===== config.mk =====
export PLATFORM = sky130hd
export DESIGN_NAME = cc_flag_unit
export DESIGN_NICKNAME = d
export VERILOG_FILES = /design/src/rtl/cc_flag_pkg.sv /design/src/rtl/wide_addsub.sv /design/src/rtl/byte_negate.sv /design/src/rtl/cc_flag_unit.sv
export SDC_FILE = /design/constraint.sdc
export NUM_CORES = 1
export LEC_CHECK = 0
export BUFFER_PORTS_ARGS = -buffer_cell sky130_fd_sc_hd__buf_4
export CORE_ASPECT_RATIO = 0.7
export CORE_MARGIN = 4
export CORE_UTILIZATION = 50
export CTS_CLUSTER_SIZE = 16
export DETAILED_ROUTE_END_ITERATION = 8
export GPL_TIMING_DRIVEN = 0
export PLACE_DENSITY = 0.84
export SYNTH_ARGS = -nofsm -noshare
export SYNTH_HDL_FRONTEND = slang
export SYNTH_HIERARCHICAL = 1
export SYNTH_SLANG_ARGS = --single-unit

===== constraint.sdc =====
create_clock -name clk -period 5 [get_ports clk]
set_input_delay 0.75 -clock clk [delete_from_list [all_inputs] [get_ports clk]]
set_output_delay 0.75 -clock clk [all_outputs]
set_load 0.005 [all_outputs]

===== src/rtl/cc_flag_pkg.sv =====
package cc_flag_pkg;

    // Flag byte bit positions
    localparam int FLAG_C  = 0;
    localparam int FLAG_N  = 1;
    localparam int FLAG_PV = 2;
    localparam int FLAG_X3 = 3;
    localparam int FLAG_H  = 4;
    localparam int FLAG_X5 = 5;
    localparam int FLAG_Z  = 6;
    localparam int FLAG_S  = 7;

    typedef enum logic [1:0] {
        OP_ADC  = 2'd0,
        OP_SBC  = 2'd1,
        OP_NEG  = 2'd2,
        OP_PASS = 2'd3
    } op_e;

    typedef struct packed {
        logic s;
        logic z;
        logic x5;
        logic h;
        logic x3;
        logic pv;
        logic n;
        logic c;
    } flags_t;

    function automatic flags_t make_flags(input logic s, input logic z, input logic h,
                                          input logic pv, input logic n, input logic c);
        flags_t f;
        f.s  = s;
        f.z  = z;
        f.x5 = 1'b0;
        f.h  = h;
        f.x3 = 1'b0;
        f.pv = pv;
        f.n  = n;
        f.c  = c;
        return f;
    endfunction

    function automatic flags_t clean_flags(input logic [7:0] raw);
        flags_t f;
        f    = flags_t'(raw);
        f.x3 = 1'b0;
        f.x5 = 1'b0;
        return f;
    endfunction

endpackage


===== src/rtl/wide_addsub.sv =====
module wide_addsub
    import cc_flag_pkg::*;
#(
    parameter int W = 16
) (
    input  logic         sub,
    input  logic [W-1:0] a,
    input  logic [W-1:0] b,
    input  logic         cin,
    output logic [W-1:0] res,
    output flags_t       flags
);
    localparam int XW  = W + 1;
    localparam int MSB = W - 1;
    localparam int HB  = W - 4;

    logic [XW-1:0] ext_a;
    logic [XW-1:0] ext_b;
    logic [XW-1:0] ext_c;
    logic [XW-1:0] wide;
    logic [W-1:0]  mix;
    logic          zero;
    logic          sign;
    logic          ovf;

    always_comb begin
        ext_a = {1'b0, a};
        ext_b = {1'b0, b};
        ext_c = {{W{1'b0}}, cin};
        if (sub)
            wide = ext_a - ext_b - ext_c;
        else
            wide = ext_a + ext_b + ext_c;
        res  = wide[W-1:0];
        mix  = a ^ b ^ wide[W-1:0];
        zero = ~|wide[W-1:0];
        sign = ~zero & wide[MSB];
        if (sub)
            ovf = (a[MSB] ^ wide[MSB]) & (a[MSB] ^ b[MSB]);
        else
            ovf = (wide[MSB] ^ a[MSB]) & (wide[MSB] ^ b[MSB]);
        flags = make_flags(sign, zero, mix[HB], ovf, sub, wide[W]);
    end

endmodule


===== src/rtl/byte_negate.sv =====
module byte_negate
    import cc_flag_pkg::*;
#(
    parameter int W = 8
) (
    input  logic [W-1:0] a,
    output logic [W-1:0] res,
    output flags_t       flags
);
    localparam int MSB = W - 1;
    localparam int HB  = 4;

    logic [W-1:0] diff;
    logic [W-1:0] mix;

    always_comb begin
        diff  = '0 - a;
        res   = diff;
        mix   = diff ^ a;
        flags = make_flags(diff[MSB], ~|diff, mix[HB], diff[MSB] & a[MSB], 1'b1, |a);
    end

endmodule


===== src/rtl/cc_flag_unit.sv =====
module cc_flag_unit
    import cc_flag_pkg::*;
#(
    parameter int WIDE_W   = 16,
    parameter int NARROW_W = 8
) (
    input  logic                clk,
    input  logic                rst,
    input  logic                start,
    input  logic [1:0]          op,
    input  logic [WIDE_W-1:0]   acc_wide,
    input  logic [WIDE_W-1:0]   opnd_wide,
    input  logic [NARROW_W-1:0] acc_narrow,
    input  logic [7:0]          flags_in,
    output logic [WIDE_W-1:0]   res_wide,
    output logic [NARROW_W-1:0] res_narrow,
    output logic [7:0]          flags_out,
    output logic                done
);
    op_e                 op_sel;
    logic [WIDE_W-1:0]   as_res;
    flags_t              as_flags;
    logic [NARROW_W-1:0] ng_res;
    flags_t              ng_flags;

    logic [WIDE_W-1:0]   wide_nx;
    logic [NARROW_W-1:0] narrow_nx;
    flags_t              flags_nx;

    assign op_sel = op_e'(op);

    wide_addsub #(.W(WIDE_W)) u_addsub (
        .sub   (op_sel == OP_SBC),
        .a     (acc_wide),
        .b     (opnd_wide),
        .cin   (flags_in[FLAG_C]),
        .res   (as_res),
        .flags (as_flags)
    );

    byte_negate #(.W(NARROW_W)) u_negate (
        .a     (acc_narrow),
        .res   (ng_res),
        .flags (ng_flags)
    );

    always_comb begin
        wide_nx   = acc_wide;
        narrow_nx = acc_narrow;
        flags_nx  = clean_flags(flags_in);
        unique case (op_sel)
            OP_ADC, OP_SBC: begin
                wide_nx  = as_res;
                flags_nx = as_flags;
            end
            OP_NEG: begin
                narrow_nx = ng_res;
                flags_nx  = ng_flags;
            end
            default: ;
        endcase
    end

    always_ff @(posedge clk) begin
        if (rst) begin
            res_wide   <= '0;
            res_narrow <= '0;
            flags_out  <= '0;
            done       <= 1'b0;
        end else begin
            done <= start;
            if (start) begin
                res_wide   <= wide_nx;
                res_narrow <= narrow_nx;
                flags_out  <= flags_nx;
            end
        end
    end

    // a strobe yields done on the next cycle
    a_r10_done_after_start: assert property (@(posedge clk) disable iff (rst)
        start |=> done);

    // no strobe, no done
    a_r11_no_spurious_done: assert property (@(posedge clk) disable iff (rst)
        !start |=> !done);

    // outputs hold while idle
    a_r11_outputs_hold: assert property (@(posedge clk) disable iff (rst)
        !start |=> ($stable(res_wide) && $stable(res_narrow) && $stable(flags_out)));

    // negate and subtract set the subtract flag, add clears it
    a_r7_subtract_flag: assert property (@(posedge clk) disable iff (rst)
        (start && (op == 2'd1 || op == 2'd2)) |=> flags_out[FLAG_N]);

    a_r7_add_clears_n: assert property (@(posedge clk) disable iff (rst)
        (start && op == 2'd0) |=> !flags_out[FLAG_N]);

    // negate carry set exactly when result is non-zero
    a_r8_neg_carry: assert property (@(posedge clk) disable iff (rst)
        (start && op == 2'd2) |=> (flags_out[FLAG_C] == (res_narrow != '0)));

    // unused flag bits stay clear
    a_r9_spare_bits_zero: assert property (@(posedge clk) disable iff (rst)
        done |-> (!flags_out[FLAG_X3] && !flags_out[FLAG_X5]));

endmodule


==> reports/metrics.cfg <==
[run_status]
status=complete, no violations

[drt]
drt_iter0_markers=267
totalWireLength_um=12400
routedWlPerCell_um=17.5
drt_pass1_iterations=5
avgViaCountPerCell=5.87
route.detailed.drc=0
vias=4164
drtAntennaViolNets=0

[floorplan]
pin_count=86
die_h_um=85.2
coreArea_um2=8070
die_x_um=118
initial_utilization_pct=52.7
die_area_um2=10100
rows=27

[clocking]
cts_tree=done
cts_resized=0
cts_buffer_depth=2
clk_pin_slew_worst_paths_ns=0.06
cts_setup_buffers=0
numCtsBuffers=5
clkSinkCount=33
cts_root_buf=clkbuf_16
worstSkewPairLatency_ns=0.28
htreeDepth=2
cts_hold_buf=0

[power_and_ir_drop]
peakVddDrop_mv=0.114
swShare_pct=35.1
p_per_area_nw_per_um2=233
switching_power_uw=423
p_clk_share_pct=29.9
p_int_uw=782
seqPwrFrac_pct=25.1
p_leak_uw=0.00243
power_frac_comb_pct=45.0

[critical_path]
path_max_fanout=5
endpoint_kind=register
worstPathRequired_ns=5.20
slowest_delay_ns=0.50
slowest_stage=or4_1
crit_chain=buf_4, inv_1, ha_1, inv_1, ha_1, nand2_1, a211oi_2, o31a_1, o211ai_1, nor4_1, o211ai_1, or4_1, nand4bb_1, nor4_2, buf_4, nand4bb_1, o221ai_1
crit_type=in -> reg
crit_family=simple AND/OR/NAND/NOR gates
path_buf_inv=4
start_kind=primary input
arrival_ns=4.28

[placement]
gp_congestion=0.940
hpwl_um=10100
pre_cts_ws_ns=0.733
port_buffers=81

[yosys]
yosys_warnings=6
ys_ff_latch=33
seq_area_frac_synth_pct=15.5
synth.distinct_cells=72
synth_cells=517
synth_top_area_share_pct=15.5
syn-cell-area_um2=4250
ys_top_cells_by_area=dfxtp_1 16%, ha_1 14%, mux2i_1 6.6%, inv_1 5.6%, nor2_1 4.4%
synthArstFlopShare_pct=0
synth_edf_count=0
synthFlopType=dfxtp_1
synth_top_area_cell=dfxtp_1
syn_avg_cell_area_um2=8.22

[cells_and_area]
nets=711
n_antenna_cell=0
final_layout_size_suffix_gt1_share_pct=23.2
area_delta_synth_final_pct=21.5

[timing]
max_freq_mhz=245
fin_tns_setup_ns=0
fin_crit_sh_pct=81.7
slew_headroom_pct=57.0
hold_viol_final=0
rsz0062_at_grt=false
setup_slack_ns=0.913
tightest_slew_ns=0.637
post-route-min-period_ns=4.09
finClkSkew_ns=0
worst_hold_slack_ns=0.495
slew_viol_final=0
finalSetupViolations=0

[global_route]
grt_overflow=0
grt_pass1_wl_um=20000
antenna_found_initial=0
grt_usage_pct=24.2
grt_max_degree=11
grt_pass1_vias=4030

[hold_path]
hp-class=reg -> reg

[run]
cap_violations=0

## cell families after synthesis
logic type      share of synthesized area [%]
flops                                    15.5
xor+xnor                                 5.36
mux                                      6.59
simple gates                             21.5
other cells                             0.265
compound gates                           23.3
fa+ha+maj                                15.7
buf+inv                                  11.8
## worst min-delay path, cell delays in order (launching register included)
cell      delay [ns]
dfxtp_1         0.31
nor2_1          0.09
a211oi_1        0.05
## power by group through the flow
stage | clock network (uW) | registers, uW | logic (uW)
CTS | 361 | 302 | 534
floorplan | 0 | 304 | 364
detailed placement | 0 | 307 | 529
finish | 360 | 302 | 543
global route | 375 | 304 | 598
global placement | 0 | 306 | 515
## cell type report
| class | count | area, um^2 |
|---|---|---|
| Sequential cell | 33 | 661 |
| Inverter | 64 | 240 |
| Multi-Input combinational cell | 388 | 3100 |
| Tap cell | 101 | 126 |
| Buffer | 34 | 262 |
| Timing Repair Buffer | 81 | 608 |
| Clock inverter | 1 | 30.0 |
| Fill cell | 691 | 2910 |
| Clock buffer | 7 | 143 |
## flip-flops by register name, summed over array words and instances, names as in the netlist
| signal | flops |
|---|---|
| done | 1 |
| res_narrow | 8 |
| flags_out | 8 |
| res_wide | 16 |
## per-layer routing
layer	global-route usage, %	vias up	part of all wire [%]
met5	0	-	0
met3	3.93	18	7.7
li1	-	2026	-
met1	34.5	1950	48
met4	5.96	0	1.2
met2	38.0	170	43
## final timing paths
path | start | end | slack (ns) | cells after the start
hold reg to reg | res_wide[0] | res_wide[0] | 0.50 | 2
hold / removal | res_wide[0] | res_wide[0] | 0.50 | 2
setup reg to reg | res_narrow[1] | res_narrow[1] | 4.22 | 2
setup / recovery | acc_wide[3] | flags_out[6] | 0.91 | 17
## placed cells by master (no fill, tap or decap), types with 14 or more instances in the layout
cell type,netlist,final
buf_4,15,96
inv_1,63,63
nor2_1,50,50
ha_1,47,47
dfxtp_1,33,33
mux2i_1,28,28
a21oi_1,23,23
xnor2_1,20,20
a211oi_1,18,18
nand2_1,18,18
o21ai_0,14,14
## metrics by stage
| stage | util [%] | total power, uW | cell area [um^2] | instances |
|---|---|---|---|---|
| after CTS | 64.0 | 1200 | 5170 | 709 |
| after global placement | 61.8 | 821 | 4990 | 701 |
| final | 64.0 | 1200 | 5170 | 709 |
| after global routing | 64.0 | 1280 | 5170 | 709 |
| after floorplan | - | 669 | 4260 | 519 |
| after detailed placement | 61.8 | 836 | 4990 | 701 |
## Yosys cell counts (7+ instances only)
library cell  number
nor2_1            50
a311oi_2           8
mux2i_1           28
o21ai_0           14
ha_1              47
nand2_1           18
buf_4             15
inv_1             63
and4bb_1           7
nand4bb_1          7
a211oi_1          18
dfxtp_1           33
nand2b_1          10
a21oi_1           23
nor4_1            10
nor2b_1            7
xnor2_1           20
o21bai_1          12
Power figures use the tool's default switching activity.
